## config.mk

```make
export PLATFORM = sky130hd
export DESIGN_NAME = updn_cascade_counter
export DESIGN_NICKNAME = d
export VERILOG_FILES = /design/src/rtl/ucc_pkg.sv /design/src/rtl/ucc_mode_sel.sv /design/src/rtl/ucc_step.sv /design/src/rtl/ucc_term.sv /design/src/rtl/updn_cascade_counter.sv
export SDC_FILE = /design/constraint.sdc
export NUM_CORES = 1
export LEC_CHECK = 0
export ABC_AREA = 1
export CORE_AREA = 3 3 40 42
export DETAILED_ROUTE_END_ITERATION = 8
export DIE_AREA = 0 0 43 45
export MAX_ROUTING_LAYER = met4
export PLACE_DENSITY_LB_ADDON = 0.12
export SYNTH_ARGS = -nofsm -noshare
export SYNTH_HDL_FRONTEND = slang
export SYNTH_HIERARCHICAL = 1
export SYNTH_SLANG_ARGS = --single-unit
```

## constraint.sdc

```tcl
create_clock -name clk -period 2.5 [get_ports clk]
set_input_delay 0.375 -clock clk [delete_from_list [all_inputs] [get_ports clk]]
set_output_delay 0.375 -clock clk [all_outputs]
set_load 0.02 [all_outputs]
```

## src/rtl/ucc_pkg.sv

```systemverilog
// Shared types for the cascadable up/down counter.
// Assumes: included first in compile order.
package ucc_pkg;
    // Operation chosen for the next clock edge.
    typedef enum logic [1:0] {
        OP_HOLD = 2'd0,
        OP_LOAD = 2'd1,
        OP_INC  = 2'd2,
        OP_DEC  = 2'd3
    } ucc_op_e;
endpackage

```

## src/rtl/ucc_mode_sel.sv

```systemverilog
// Decodes the control inputs into one operation for the next edge.
// Load beats counting; counting needs both active-low enables low.
// Assumes: inputs are stable around the rising clock edge.
module ucc_mode_sel (
    input  logic              load_n,
    input  logic              en_p_n,
    input  logic              en_t_n,
    input  logic              up,
    output ucc_pkg::ucc_op_e  op
);
    import ucc_pkg::*;

    // Priority decode: load, then count, else hold.
    always_comb begin
        if (!load_n)                  op = OP_LOAD;
        else if (en_p_n || en_t_n)    op = OP_HOLD;
        else if (up)                  op = OP_INC;
        else                          op = OP_DEC;
    end
endmodule

```

## src/rtl/ucc_step.sv

```systemverilog
// Computes the next count from the current count and the operation.
// DECADE selects a wrap at 9; otherwise the register wraps naturally.
// Assumes: WIDTH >= 4 when DECADE is set.
module ucc_step #(
    parameter int WIDTH  = 4,
    parameter bit DECADE = 1'b0
) (
    input  ucc_pkg::ucc_op_e   op,
    input  logic [WIDTH-1:0]   cur,
    input  logic [WIDTH-1:0]   data,
    output logic [WIDTH-1:0]   nxt
);
    import ucc_pkg::*;

    localparam logic [WIDTH-1:0] TOP = DECADE ? WIDTH'(9) : {WIDTH{1'b1}};

    logic [WIDTH-1:0] inc_v;
    logic [WIDTH-1:0] dec_v;

    generate
        if (DECADE) begin : g_decade
            // Explicit wrap at the decade top; out-of-range values use plain arithmetic.
            assign inc_v = (cur == TOP)      ? '0  : cur + WIDTH'(1);
            assign dec_v = (cur == '0)       ? TOP : cur - WIDTH'(1);
        end else begin : g_binary
            // Full-range counter: natural modulo wrap of the register.
            assign inc_v = cur + WIDTH'(1);
            assign dec_v = cur - WIDTH'(1);
        end
    endgenerate

    // Select the next value for the chosen operation.
    always_comb begin
        unique case (op)
            OP_LOAD: nxt = data;
            OP_INC:  nxt = inc_v;
            OP_DEC:  nxt = dec_v;
            default: nxt = cur;
        endcase
    end
endmodule

```

## src/rtl/ucc_term.sv

```systemverilog
// Active-low terminal-count detector used to chain stages.
// Low when the carry enable is low and the count sits at the end of its
// range for the current direction.
// Assumes: purely combinational; the consumer samples it at the clock edge.
module ucc_term #(
    parameter int WIDTH  = 4,
    parameter bit DECADE = 1'b0
) (
    input  logic [WIDTH-1:0] cur,
    input  logic             up,
    input  logic             en_t_n,
    output logic             carry_n
);
    localparam logic [WIDTH-1:0] TOP = DECADE ? WIDTH'(9) : {WIDTH{1'b1}};

    logic at_end;

    // Terminal value depends on direction; gate with the carry enable.
    always_comb begin
        at_end  = up ? (cur == TOP) : (cur == '0);
        carry_n = !(at_end && !en_t_n);
    end
endmodule

```

## src/rtl/updn_cascade_counter.sv

```systemverilog
// Top of the cascadable synchronous up/down counter.
// One state register. The next state comes from the mode decoder and the
// step logic, and the carry is derived combinationally from the state.
// Assumes: a single clock; rst_n is synchronous and active low.
module updn_cascade_counter #(
    parameter int WIDTH  = 4,
    parameter bit DECADE = 1'b0
) (
    input  logic             clk,
    input  logic             rst_n,
    input  logic             load_n,
    input  logic [WIDTH-1:0] data_in,
    input  logic             en_p_n,
    input  logic             en_t_n,
    input  logic             up,
    output logic [WIDTH-1:0] count,
    output logic             carry_n
);
    import ucc_pkg::*;

    ucc_op_e          op;
    logic [WIDTH-1:0] cnt_q;
    logic [WIDTH-1:0] cnt_d;

    ucc_mode_sel u_mode (
        .load_n (load_n),
        .en_p_n (en_p_n),
        .en_t_n (en_t_n),
        .up     (up),
        .op     (op)
    );

    ucc_step #(.WIDTH(WIDTH), .DECADE(DECADE)) u_step (
        .op   (op),
        .cur  (cnt_q),
        .data (data_in),
        .nxt  (cnt_d)
    );

    ucc_term #(.WIDTH(WIDTH), .DECADE(DECADE)) u_term (
        .cur     (cnt_q),
        .up      (up),
        .en_t_n  (en_t_n),
        .carry_n (carry_n)
    );

    // State register: all bits update on the same edge.
    always_ff @(posedge clk) begin
        if (!rst_n) cnt_q <= '0;
        else        cnt_q <= cnt_d;
    end

    assign count = cnt_q;
endmodule

```

==> results.py <==
metrics = {
    "run_status": {
        "status": "finished clean",
    },
    "routing": {
        "post-route-drc-count": 0,
        "drt_wl_total_um": 936,
        "drtIter0Drc": 11,
        "first_pass_iters": 2,
        "ant_nets": 0,
        "wl_per_cell_um": 9.000,
        "viasPerCell": 4.337,
        "dr_total_vias": 451,
    },
    "cells_and_area": {
        "diodes": 0,
        "nNetsFinal": 103,
        "nFillCells": 144,
        "largest_reg_flops": 4,
        "area_growth_pct": 45.34,
        "drive_above_1_share_pct": 7.865,
        "stdcell_count": 104,
        "final_area_um2": 585.6,
    },
    "clock_tree": {
        "tritoncts": "built",
        "post_cts_buffers": 0,
        "cts_htree_levels": 1,
        "cts.sinks": 4,
        "root_buffer": "clkbuf_4",
        "clkSlewWorstSetupHoldPaths_ns": 0.03,
        "clk-insertion-delay-late_ns": 0.23,
        "numCtsBuffers": 3,
        "cts-hold-fix-buffers": 0,
        "cts.repair.resized": 0,
        "clockBufferDepth": 2,
    },
    "setup_path": {
        "r2r_start": "count[1]$_SDFF_PN0_",
        "cpMostUsedCell": "nand2_1",
        "critical_path_buf_inv_count": 3,
        "regToRegSetupSlack_ns": 1.06,
        "max_stage_delay_ns": 0.52,
        "crit_chain": "clkdlybuf4s50_1 > inv_1 > nor2_1 > nand2_1 > nand2_1 > nand2_1 > clkdlybuf4s50_1",
        "startpoint_type": "input pin",
        "cp_data_arrival_time_ns": 1.67,
        "r2r_cells": 9,
        "worst-path-stages": 7,
        "worstPathRequired_ns": 2.12,
        "crit_end": "carry_n",
        "crit_type": "input pin to output port",
        "crit_slowest_cell": "clkdlybuf4s50_1",
        "path_delay_family": "buffers and inverters",
        "crit_fanout": 2,
        "r2r-end": "count[2]$_SDFF_PN0_",
        "cp-startpoint": "up",
        "end_kind": "output port",
    },
    "global_route": {
        "antenna_found_initial": 0,
        "grt_pass1_vias": 405,
        "grt_use_total_pct": 12.43,
        "grt_remaining_overflow": 0,
        "grt_max_degree": 8,
        "grt_pass1_wl_um": 1731,
    },
    "pwr": {
        "leakage_nw": 0.3197,
        "pwr-share-seq_pct": 33.3,
        "comb_power_share_pct": 33.6,
        "switchingPower_mw": 0.06977,
        "power_mw": 0.2331,
        "powerDensity_nw_per_um2": 398.1,
        "vdd_drop_max_uv": 351.8,
        "p_int_mw": 0.1634,
        "switching_share_pct": 29.93,
        "power.share.clock_pct": 33.2,
    },
    "synth": {
        "ys_warn_count": 6,
        "avgSynthCellArea_um2": 5.674,
        "syn_nets": 83,
        "yosysSeqAreaShare_pct": 19.88,
        "syn_area_um2": 402.9,
        "yosysUniqueCellTypes": 13,
        "netlist_instances": 71,
        "ys_seq_elements": 4,
    },
    "place": {
        "port_buffers": 14,
        "placed_area_um2": 563.0,
        "gp_congestion": 0.7117,
        "post-dp-hpwl_um": 758,
        "placed_cells": 101,
        "pre_cts_ws_ns": 0.3110,
    },
    "sta": {
        "period_share_pct": 81.63,
        "setup_slack_ns": 0.4593,
        "worstMarginPinSlew_ns": 0.2565,
        "fin_skew_ns": 0.005794,
        "setup_tns_ns": 0,
        "rsz0062_at_grt": "false",
        "min_period_ns": 2.041,
        "slew_headroom_pct": 82.88,
        "drv_slew": 0,
        "fmax_ghz": 0.4900,
        "hold_viol": 0,
        "setup-violations-final": 0,
    },
    "floorplan": {
        "die_area_um2": 1935,
        "fp.coreArea_um2": 1285,
        "start_util_pct": 31.35,
        "die_x_um": 43,
        "ios": 15,
        "die_h_um": 45,
        "num_rows": 13,
    },
    "run": {
        "maxCapViolations": 0,
    },
    "worst_hold_path": {
        "hold_class": "flop to flop",
    },
}
## worst min path at each step
stage / from / endpoint / slack (ns) / cells after the start
floorplan: rst_n / count[0]$_SDFF_PN0_ / 0.47 / 2
global placement: count[1]$_SDFF_PN0_ / count[1]$_SDFF_PN0_ / 0.67 / 4
detailed placement: count[1]$_SDFF_PN0_ / count[1]$_SDFF_PN0_ / 0.68 / 4
CTS: count[2]$_SDFF_PN0_ / count[2]$_SDFF_PN0_ / 0.69 / 4
global route: count[2]$_SDFF_PN0_ / count[2]$_SDFF_PN0_ / 0.74 / 4
finish: count[1]$_SDFF_PN0_ / count[1]$_SDFF_PN0_ / 0.69 / 4
## power groups by stage
stage,sequential (mW),combinational [mW],clock [mW]
global route,0.0794,0.0889,0.0857
CTS,0.0778,0.0792,0.0824
floorplan,0.0820,0.0398,0
detailed placement,0.0787,0.0786,0
finish,0.0776,0.0782,0.0773
global placement,0.0787,0.0783,0
## synth_stat cells
| cell | number | area share [%] |
|---|---|---|
| nand3_2 | 1 | 2.5 |
| ha_1 | 2 | 6.2 |
| nand3b_1 | 1 | 1.9 |
| o211ai_1 | 2 | 3.7 |
| nand3_1 | 9 | 11 |
| a21oi_1 | 1 | 1.2 |
| clkbuf_8 | 1 | 3.4 |
| nor3b_2 | 1 | 3.1 |
| xnor2_1 | 1 | 2.2 |
| nand2_1 | 25 | 23 |
| dfxtp_1 | 4 | 20 |
| nor2_1 | 7 | 6.5 |
| inv_1 | 16 | 15 |
## layout make-up
type	count	area [µm²]	share of cell area [%]
repair buffers	16	155.1	26.50
inverters	16	60.06	10.26
multi-input cells	50	249.0	42.52
clock buffers	3	22.52	3.846
flip-flops and latches	4	80.08	13.68
well taps	15	18.77	3.205
## cells in the final DEF, fill, tap and decap left out, drive strengths merged
master,netlist,layout
nand2,25,25
inv,16,16
clkdlybuf4s50,0,14
nand3,10,10
nor2,7,7
dfxtp,4,4
clkbuf,1,3
o211ai,2,2
ha,2,2
buf,0,2
nor3b,1,1
a21oi,1,1
nand3b,1,1
xnor2,1,1
## per-layer routing
| metal | vias to the layer above | track usage, % | wire (µm) |
|---|---|---|---|
| met1 | 191 | 15.38 | 478 |
| met4 | 0 | 7.229 | 0 |
| met5 | - | - | 0 |
| met3 | 0 | 2.390 | 16 |
| met2 | 5 | 18.86 | 441 |
| li1 | 255 | - | - |
## tightest hold or removal path: cells and delay by family, from the launching register on
kind                   cells  cell delay, ns
DFF                        1            0.37
buffers and inverters      1            0.03
and+or+nand+nor            3            0.24
## cells by family after synthesis
family          count (synthesis)  synth area share, %
fa+ha+maj                       2                6.210
compound gates                  3                4.967
simple gates                   44                48.45
xor+xnor                        1                2.174
flops                           4                19.88
buf+inv                        17                18.32
## metrics by stage
step	hold slack [ns]	util (%)
after floorplan	0.4685	-
after global placement	0.6697	43.82
after detailed placement	0.6785	43.82
after CTS	0.6918	45.57
after global routing	0.7379	45.57
final	0.6909	45.57
No activity file was read; power rests on OpenSTA's default activity.
